`src/rtl/sf_pkg.sv`:
```
package sf_pkg;
  typedef struct packed {
    logic doReq;
    logic doEvict;
  } sfStrobe_t;
endpackage

```
`src/rtl/sf_datapath.sv`:
```
module sf_datapath
  import sf_pkg::*;
#(
  parameter int ENTRIES = 16,
  parameter int NODES   = 4,
  parameter int TAG_W   = 26,
  localparam int IDX_W  = $clog2(ENTRIES),
  localparam int NODE_W = $clog2(NODES),
  localparam int CNT_W  = $clog2(NODES + 1)
) (
  input  logic              clk,
  input  logic              rstN,
  input  sfStrobe_t         strobe,
  input  logic [TAG_W-1:0]  reqTag,
  input  logic [NODE_W-1:0] reqNode,
  input  logic              reqWrite,
  input  logic [TAG_W-1:0]  evictTag,
  input  logic [NODE_W-1:0] evictNode,
  output logic              hit,
  output logic [NODES-1:0]  hitVec,
  output logic              victimValid,
  output logic [TAG_W-1:0]  victimTag,
  output logic [NODES-1:0]  victimVec
);
  logic [TAG_W-1:0] tagQ [ENTRIES];
  logic [NODES-1:0] vecQ [ENTRIES];
  logic [IDX_W-1:0] ageQ [ENTRIES];
  logic [ENTRIES-1:0] validQ;

  logic [TAG_W-1:0] lookupTag;
  logic [IDX_W-1:0] hitIdx, freeIdx, bestIdx, allocIdx, touchIdx;
  logic             freeAvail;
  logic [CNT_W-1:0] bestCnt;
  logic [IDX_W-1:0] bestAge;
  logic [NODES-1:0] reqBit, evictBit, evictVec;

  function automatic logic [CNT_W-1:0] popCount(input logic [NODES-1:0] v);
    logic [CNT_W-1:0] c;
    c = '0;
    for (int b = 0; b < NODES; b++) c = c + CNT_W'(v[b]);
    return c;
  endfunction

  assign lookupTag = strobe.doEvict ? evictTag : reqTag;
  assign reqBit    = NODES'(1) << reqNode;
  assign evictBit  = NODES'(1) << evictNode;

  // tag match; at most one valid entry holds a tag
  always_comb begin
    hit    = 1'b0;
    hitIdx = '0;
    for (int i = 0; i < ENTRIES; i++) begin
      if (validQ[i] && tagQ[i] == lookupTag) begin
        hit    = 1'b1;
        hitIdx = IDX_W'(i);
      end
    end
  end

  // lowest-numbered free entry
  always_comb begin
    freeAvail = 1'b0;
    freeIdx   = '0;
    for (int i = ENTRIES - 1; i >= 0; i--) begin
      if (!validQ[i]) begin
        freeAvail = 1'b1;
        freeIdx   = IDX_W'(i);
      end
    end
  end

  // fewest owners first, oldest among equals
  always_comb begin
    bestIdx = '0;
    bestCnt = popCount(vecQ[0]);
    bestAge = ageQ[0];
    for (int i = 1; i < ENTRIES; i++) begin
      if (popCount(vecQ[i]) < bestCnt ||
          (popCount(vecQ[i]) == bestCnt && ageQ[i] > bestAge)) begin
        bestIdx = IDX_W'(i);
        bestCnt = popCount(vecQ[i]);
        bestAge = ageQ[i];
      end
    end
  end

  assign allocIdx    = freeAvail ? freeIdx : bestIdx;
  assign touchIdx    = hit ? hitIdx : allocIdx;
  assign hitVec      = vecQ[hitIdx];
  assign evictVec    = vecQ[hitIdx] & ~evictBit;
  assign victimValid = strobe.doReq && !hit && !freeAvail;
  assign victimTag   = tagQ[bestIdx];
  assign victimVec   = vecQ[bestIdx];

  always_ff @(posedge clk) begin
    if (!rstN) begin
      validQ <= '0;
      for (int i = 0; i < ENTRIES; i++) begin
        tagQ[i] <= '0;
        vecQ[i] <= '0;
        ageQ[i] <= IDX_W'(i);
      end
    end else if (strobe.doReq) begin
      if (hit) begin
        vecQ[hitIdx] <= reqWrite ? reqBit : (vecQ[hitIdx] | reqBit);
      end else begin
        tagQ[allocIdx]   <= reqTag;
        vecQ[allocIdx]   <= reqBit;
        validQ[allocIdx] <= 1'b1;
      end
      for (int j = 0; j < ENTRIES; j++) begin
        if (IDX_W'(j) == touchIdx)           ageQ[j] <= '0;
        else if (ageQ[j] < ageQ[touchIdx])   ageQ[j] <= ageQ[j] + 1'b1;
      end
    end else if (strobe.doEvict && hit) begin
      vecQ[hitIdx] <= evictVec;
      if (evictVec == '0) validQ[hitIdx] <= 1'b0;
    end
  end
endmodule

```
`src/rtl/sf_control.sv`:
```
module sf_control
  import sf_pkg::*;
#(
  parameter int NODES   = 4,
  parameter int TAG_W   = 26,
  localparam int NODE_W = $clog2(NODES)
) (
  input  logic              clk,
  input  logic              rstN,
  input  logic              reqValid,
  input  logic [NODE_W-1:0] reqNode,
  input  logic              evictValid,
  input  logic              binvReady,
  input  logic              hit,
  input  logic [NODES-1:0]  hitVec,
  input  logic              victimValid,
  input  logic [TAG_W-1:0]  victimTag,
  input  logic [NODES-1:0]  victimVec,
  output sfStrobe_t         strobe,
  output logic              reqReady,
  output logic              snoopValid,
  output logic [NODES-1:0]  snoopMask,
  output logic              binvValid,
  output logic [TAG_W-1:0]  binvTag,
  output logic [NODES-1:0]  binvMask
);
  logic [NODES-1:0] reqBit;

  assign reqBit         = NODES'(1) << reqNode;
  assign reqReady       = !binvValid && !evictValid;
  assign strobe.doEvict = evictValid;
  assign strobe.doReq   = reqValid && reqReady;

  always_ff @(posedge clk) begin
    if (!rstN) begin
      snoopValid <= 1'b0;
      snoopMask  <= '0;
      binvValid  <= 1'b0;
      binvTag    <= '0;
      binvMask   <= '0;
    end else begin
      snoopValid <= strobe.doReq;
      snoopMask  <= (strobe.doReq && hit) ? (hitVec & ~reqBit) : '0;
      if (victimValid) begin
        binvValid <= 1'b1;
        binvTag   <= victimTag;
        binvMask  <= victimVec;
      end else if (binvValid && binvReady) begin
        binvValid <= 1'b0;
      end
    end
  end
endmodule

```
`src/rtl/sharer_filter.sv`:
```
module sharer_filter
  import sf_pkg::*;
#(
  parameter int ENTRIES = 16,
  parameter int NODES   = 4,
  parameter int TAG_W   = 26,
  localparam int NODE_W = $clog2(NODES)
) (
  input  logic              clk,
  input  logic              rstN,
  input  logic              reqValid,
  output logic              reqReady,
  input  logic [TAG_W-1:0]  reqTag,
  input  logic [NODE_W-1:0] reqNode,
  input  logic              reqWrite,
  output logic              snoopValid,
  output logic [NODES-1:0]  snoopMask,
  input  logic              evictValid,
  input  logic [TAG_W-1:0]  evictTag,
  input  logic [NODE_W-1:0] evictNode,
  output logic              binvValid,
  input  logic              binvReady,
  output logic [TAG_W-1:0]  binvTag,
  output logic [NODES-1:0]  binvMask
);
  sfStrobe_t        strobe;
  logic             hit, victimValid;
  logic [NODES-1:0] hitVec, victimVec;
  logic [TAG_W-1:0] victimTag;

  sf_datapath #(.ENTRIES(ENTRIES), .NODES(NODES), .TAG_W(TAG_W)) u_dp (
    .clk(clk), .rstN(rstN), .strobe(strobe),
    .reqTag(reqTag), .reqNode(reqNode), .reqWrite(reqWrite),
    .evictTag(evictTag), .evictNode(evictNode),
    .hit(hit), .hitVec(hitVec), .victimValid(victimValid),
    .victimTag(victimTag), .victimVec(victimVec)
  );

  sf_control #(.NODES(NODES), .TAG_W(TAG_W)) u_ctl (
    .clk(clk), .rstN(rstN), .reqValid(reqValid), .reqNode(reqNode),
    .evictValid(evictValid), .binvReady(binvReady),
    .hit(hit), .hitVec(hitVec), .victimValid(victimValid),
    .victimTag(victimTag), .victimVec(victimVec),
    .strobe(strobe), .reqReady(reqReady),
    .snoopValid(snoopValid), .snoopMask(snoopMask),
    .binvValid(binvValid), .binvTag(binvTag), .binvMask(binvMask)
  );
endmodule

```
`config.mk`:
```
export PLATFORM = sky130hd
export DESIGN_NAME = sharer_filter
export DESIGN_NICKNAME = d
export VERILOG_FILES = /design/src/rtl/sf_pkg.sv /design/src/rtl/sf_datapath.sv /design/src/rtl/sf_control.sv /design/src/rtl/sharer_filter.sv
export SDC_FILE = /design/constraint.sdc
export NUM_CORES = 2
export LEC_CHECK = 0
export ABC_AREA = 0
export BUFFER_PORTS_ARGS = -buffer_cell sky130_fd_sc_hd__buf_2
export CAP_MARGIN = 20
export CORE_ASPECT_RATIO = 2
export CORE_MARGIN = 1
export CORE_UTILIZATION = 28
export CTS_CLUSTER_SIZE = 25
export DETAILED_ROUTE_END_ITERATION = 10
export PLACE_DENSITY_LB_ADDON = 0.2
export SLEW_MARGIN = 20
export SYNTH_ARGS = -nofsm -noshare
export SYNTH_HDL_FRONTEND = slang
export SYNTH_SLANG_ARGS = --single-unit
```
`constraint.sdc`:
```
create_clock -name clk -period 39.1 [get_ports clk]
set_clock_uncertainty 0.15 [all_clocks]
set_input_delay 7.82 -clock clk [delete_from_list [all_inputs] [get_ports clk]]
set_output_delay 7.82 -clock clk [all_outputs]
set_load 0.02 [all_outputs]
```
# ---- After elaboration in Yosys (flattened, before gate mapping)
# Memories as Yosys holds them, arrays and structs flattened. A register that Yosys moved wholly into a read port is not among the register bits.
# Cells that the tools add are included.
dict set report word_totals {
  ram_bits 544
  inputBits 62
  out_inout_bits 37
  latchBits 0
  elab_cells 601
  ff_bits 22
  romBits 0
  mem_count 3
}
# name words word_bits rd rd_clocked_by_memory_dff wr line_no
set memory_table {}
lappend memory_table {u_dp.tagQ 16 26 17 1 16 sf_datapath.sv:25} ;# logic [TAG_W-1:0] tagQ [ENTRIES];
lappend memory_table {u_dp.ageQ 16 4 17 0 16 sf_datapath.sv:27} ;# logic [IDX_W-1:0] ageQ [ENTRIES];
lappend memory_table {u_dp.vecQ 16 4 18 1 16 sf_datapath.sv:26} ;# logic [NODES-1:0] vecQ [ENTRIES];
dict set report classes {
  div 0
  n_mul 0
  eq_ne 47
  n_lt_le_gt_ge 50
  shifts 2
  add_sub_neg 64
  n_reduce_logical 71
  n_mux 319
  n_bitwise 41
}
# operator count
set ops {}
lappend ops {{== test 26 bit} 16}
lappend ops {{2-to-1 mux 4 bit} 87}
lappend ops {{2-to-1 mux 1 bit} 198}
lappend ops {{adder 3 x 1 -> 3 bit} 32}
lappend ops {{2-to-1 mux 3 bit} 22}
lappend ops {{adder 4 x 1 -> 4 bit, second input constant} 16}
lappend ops {{< comparator 4 bit} 16}
lappend ops {{2-to-1 mux 16 bit} 4}
lappend ops {{> comparator 4 bit} 15}
lappend ops {{2-to-1 mux 26 bit} 2}
lappend ops {{== test 3 bit} 15}
lappend ops {{< comparator 3 bit} 15}
lappend ops {{logical AND 1 bit} 40}
lappend ops {{bitwise OR 1 bit} 33}
lappend ops {{adder 1 x 1 -> 2 bit} 16}
lappend ops {{== test 4 bit, first input constant} 8}
lappend ops {{OR reduction 26 bit} 1}
lappend ops {{AND 16 bit} 1}
lappend ops {{== test 3 x 4 -> 1 bit, first input constant} 4}
lappend ops {{inverter 16 bit} 1}
lappend ops {{bitwise OR 16 bit} 1}
lappend ops {{logical OR 1 bit} 15}
lappend ops {{< comparator 4 x 5 -> 1 bit, second input constant} 2}
lappend ops {{AND 4 bit} 2}
lappend ops {{15 further kinds} 32}

# ---- Longest topological paths before layout
# An unclocked memory read counts as a cell.
dict set report logic_depth {
  word_depth 74
  ltp_mapped 158
  ltp_nobuf 145
}

# ---- Modules after synthesis
# From an unflattened synthesis, not the netlist that was laid out.
dict set report unflattened {
  hier_cells 4320
  hier_area_um2 42183.0
}
# module instances cells_each seq_area_each_um2 area_each_um2
set by_module_without_submodules {}
lappend by_module_without_submodules {sf_datapath 1 4200 16656.0 40770.4}
lappend by_module_without_submodules {sf_control 1 120 720.7 1412.6}

# ---- Least setup slack after synthesis
# OpenSTA, ideal clock, no wires.
dict set report synth_timing {
  kind {reg-to-reg}
  from {mem u_dp.vecQ[1][0]}
  to {mem u_dp.tagQ[3][0], enable pin}
  t_arrival_ps 27723
  path_stages_with_launch 134
  slack_ps 10782
  cell_sequence {edfxtp_1 > ha_1 > inv_1 > fa_1 > inv_1 > ha_1 > ha_1 > nand4_1 > a21o_1 > and2_1 > buf_6 > mux2i_1 > ha_1 > and3_1 > nand3_1 > a311o_1 > and3_1 > o21ai_0 > [98 not listed] > a21oi_1 > o21ai_1 > clkbuf_1 > nor2_1 > a21oi_1 > ha_1 > nor2b_1 > o21ai_0 > nand2b_1 > a21oi_1 > o22ai_1 > or2_2 > nand3b_1 > a31oi_2 > a21oi_1 > or4_1 > clkbuf_1 > o21ai_0}
}
# element line_no
set synth_rtl {}
lappend synth_rtl {{start, declared} sf_datapath.sv:26}
lappend synth_rtl {{end, declared} sf_datapath.sv:25}

==> flow_summary.json <==
{
  "dieHeight_um": 551,
  "clk-insertion-delay-late_ps": 680,
  "critPathMaxFanout": 30,
  "htreeDepth": 3,
  "critPathTopFamily": "compound AO/OA/AOI/OAI gates",
  "drc": 0,
  "hold_buffers": 0,
  "grt_max_degree": 125,
  "grt_pass1_wl_um": 271000,
  "drv_cap": 0,
  "syn_nets": 4677,
  "die_area_um2": 152000,
  "cpPeakStageDelay_ps": 880,
  "cp.buffers_inverters": 9,
  "finalSetupViolations": 0,
  "syn-cell-area_um2": 42100,
  "hold_viol": 0,
  "syn_area_per_cell_um2": 9.56,
  "worst_slew_pin_slew_ps": 1230,
  "cts_root_buf": "clkbuf_16",
  "start_kind": "register",
  "dp.cells": 6289,
  "cp_common_cell": "ha_1",
  "synth_area_leaders": "edfxtp_1, xnor2_1, and2_1, ha_1, nand2_1",
  "vias": 35400,
  "core-area_um2": 150000,
  "dieWidth_um": 276,
  "postCtsSetupRepairBufs": 0,
  "crit_arrival_ps": 33510,
  "cts.sinks": 596,
  "clk_path_buf_depth": 3,
  "syn_inst": 4410,
  "synth_flop_cell": "edfxtp_1",
  "path_clk_slew_ps": 70,
  "max_freq_mhz": 30.0,
  "tns_ps": 0,
  "critPathSlowestCell": "and2_1",
  "stdcell_count": 6410,
  "synth_common_cells": "and2_1, edfxtp_1, xnor2_1",
  "synth_largest_area_cell": "edfxtp_1",
  "yosys_warnings": 0,
  "layout.nets": 4697,
  "slew_headroom_pct": 18.0,
  "drt-vias-per-instance": 5.52,
  "timing.hold.ws_ps": 331,
  "drive_gt1_share_pct": 9.55,
  "hp-class": "reg2reg",
  "place_congestion": 0.988,
  "crit_type": "reg2reg",
  "yosysMostFrequentCell": "and2_1",
  "yosysSeqAreaShare_pct": 41.2,
  "ys_ff_latch": 596,
  "cts_tree": "built",
  "cts_buffers": 66,
  "synth-async-reset-ratio_pct": 0,
  "ant_nets": 0,
  "start_util_pct": 28.2,
  "crit_path_end_kind": "register",
  "drv_slew": 0,
  "ys_types": 88,
  "dr.pass1.iters": 6,
  "antenna_found_initial": 5,
  "postCtsResizedCells": 0,
  "synth_edf_count": 544,
  "drt-total-wl_um": 196000,
  "crit_required_ps": 39260,
  "rsz0062_at_grt": "false",
  "initialDrtViolationCount": 2777,
  "num_rows": 201,
  "grt_overflow_total": 0,
  "port_buffers": 98,
  "timing.final.crit_share_pct": 85.3,
  "first_global_vias": 36100,
  "synth_top_area_share_pct": 38.8,
  "io_pins": 99,
  "dp_hpwl_um": 145000,
  "wl_per_cell_um": 30.6,
  "grt_util_all_layers_pct": 25.3,
  "status": "finished clean",
  "syn2layout_area_growth_pct": 12.9,
  "period_minus_slack_ps": 33340
}
layout make-up:
cell class | instances | area [µm²]
sequential | 596 | 17400
tap | 1928 | 2410
multi-input combinational | 3378 | 23600
timing repair buffer | 208 | 1370
fill | 15500 | 102000
inverter | 180 | 676
clock buffer | 83 | 1740
antenna | 2 | 5.00
clock inverter | 35 | 405
layout by cell type, fill, tap and decap left out, types with 13 or more instances in the layout:
| master | n |
|---|---|
| clkbuf_16 | 67 |
| a211oi_1 | 170 |
| o21ai_2 | 19 |
| buf_2 | 98 |
| nor3_1 | 71 |
| o211a_1 | 13 |
| a21oi_1 | 172 |
| buf_4 | 106 |
| inv_1 | 177 |
| and3_1 | 40 |
| nor4_1 | 147 |
| nor2_1 | 222 |
| mux2i_1 | 76 |
| nor4b_1 | 28 |
| o21ai_0 | 92 |
| o21ai_1 | 17 |
| mux2i_4 | 26 |
| xnor2_1 | 430 |
| a22o_1 | 30 |
| nand2_1 | 412 |
| xor2_1 | 22 |
| a21o_1 | 24 |
| edfxtp_1 | 544 |
| fa_1 | 16 |
| nand3_1 | 102 |
| a311oi_1 | 62 |
| o21a_1 | 23 |
| and2_1 | 566 |
| nand4_1 | 45 |
| o31a_1 | 16 |
| dfxtp_1 | 52 |
| mux2_2 | 27 |
| o211ai_1 | 13 |
| nand2b_1 | 27 |
| nor2b_1 | 33 |
| ha_1 | 189 |
| a31oi_1 | 77 |
| clkbuf_1 | 16 |
worst paths after layout:
kind	start	end	slack (ps)	cells past startpoint
setup / recovery	u_dp.vecQ[1][1]	u_dp.ageQ[0][2]	5760	135
hold / removal	u_ctl.binvTag[15]	u_ctl.binvTag[15]	330	1
setup reg to reg	u_dp.vecQ[1][1]	u_dp.ageQ[0][2]	5760	135
hold reg to reg	u_ctl.binvTag[15]	u_ctl.binvTag[15]	330	1
state kept, by name, indices dropped and copies added (netlist names):
register,cells
u_ctl.snoopMask,4
u_dp.ageQ,64
u_dp.validQ,16
u_ctl.snoopValid,1
u_ctl.binvValid,1
u_dp.tagQ,416
u_dp.vecQ,64
u_ctl.binvTag,26
u_ctl.binvMask,4
per-layer routing:
metal / share of wire (%) / track usage, % / up-vias / wire, µm
li1: - / - / 16000 / -
met1: 33 / 23.8 / 17500 / 63900
met5: 0.0061 / 0 / - / 12
met3: 4.1 / 2.66 / 549 / 8080
met4: 11 / 24.6 / 2 / 21900
met2: 52 / 47.2 / 1327 / 102000
logic make-up (layout without fill, tap and decap cells):
logic type | count (synthesis) | after routing | share of synthesized area, %
simple gates | 1751 | 1751 | 22.0
fa+ha+maj | 207 | 207 | 6.42
other cells | 0 | 2 | 0
flops | 596 | 596 | 41.2
xor+xnor | 452 | 452 | 9.39
buf+inv | 436 | 506 | 4.05
mux | 129 | 129 | 3.14
compound gates | 839 | 839 | 13.7
per-stage QoR:
stage	util [%]	setup slack, ps	area [µm²]
final	31.8	5760	47600
after floorplan	-	10780	42100
after global routing	31.8	3220	47600
after global placement	30.3	6020	45400
after detailed placement	30.3	5670	45400
after CTS	31.8	5600	47500
Power is not shown: default switching activity piles up to over one toggle a cycle in this logic, so the estimate is an artifact.
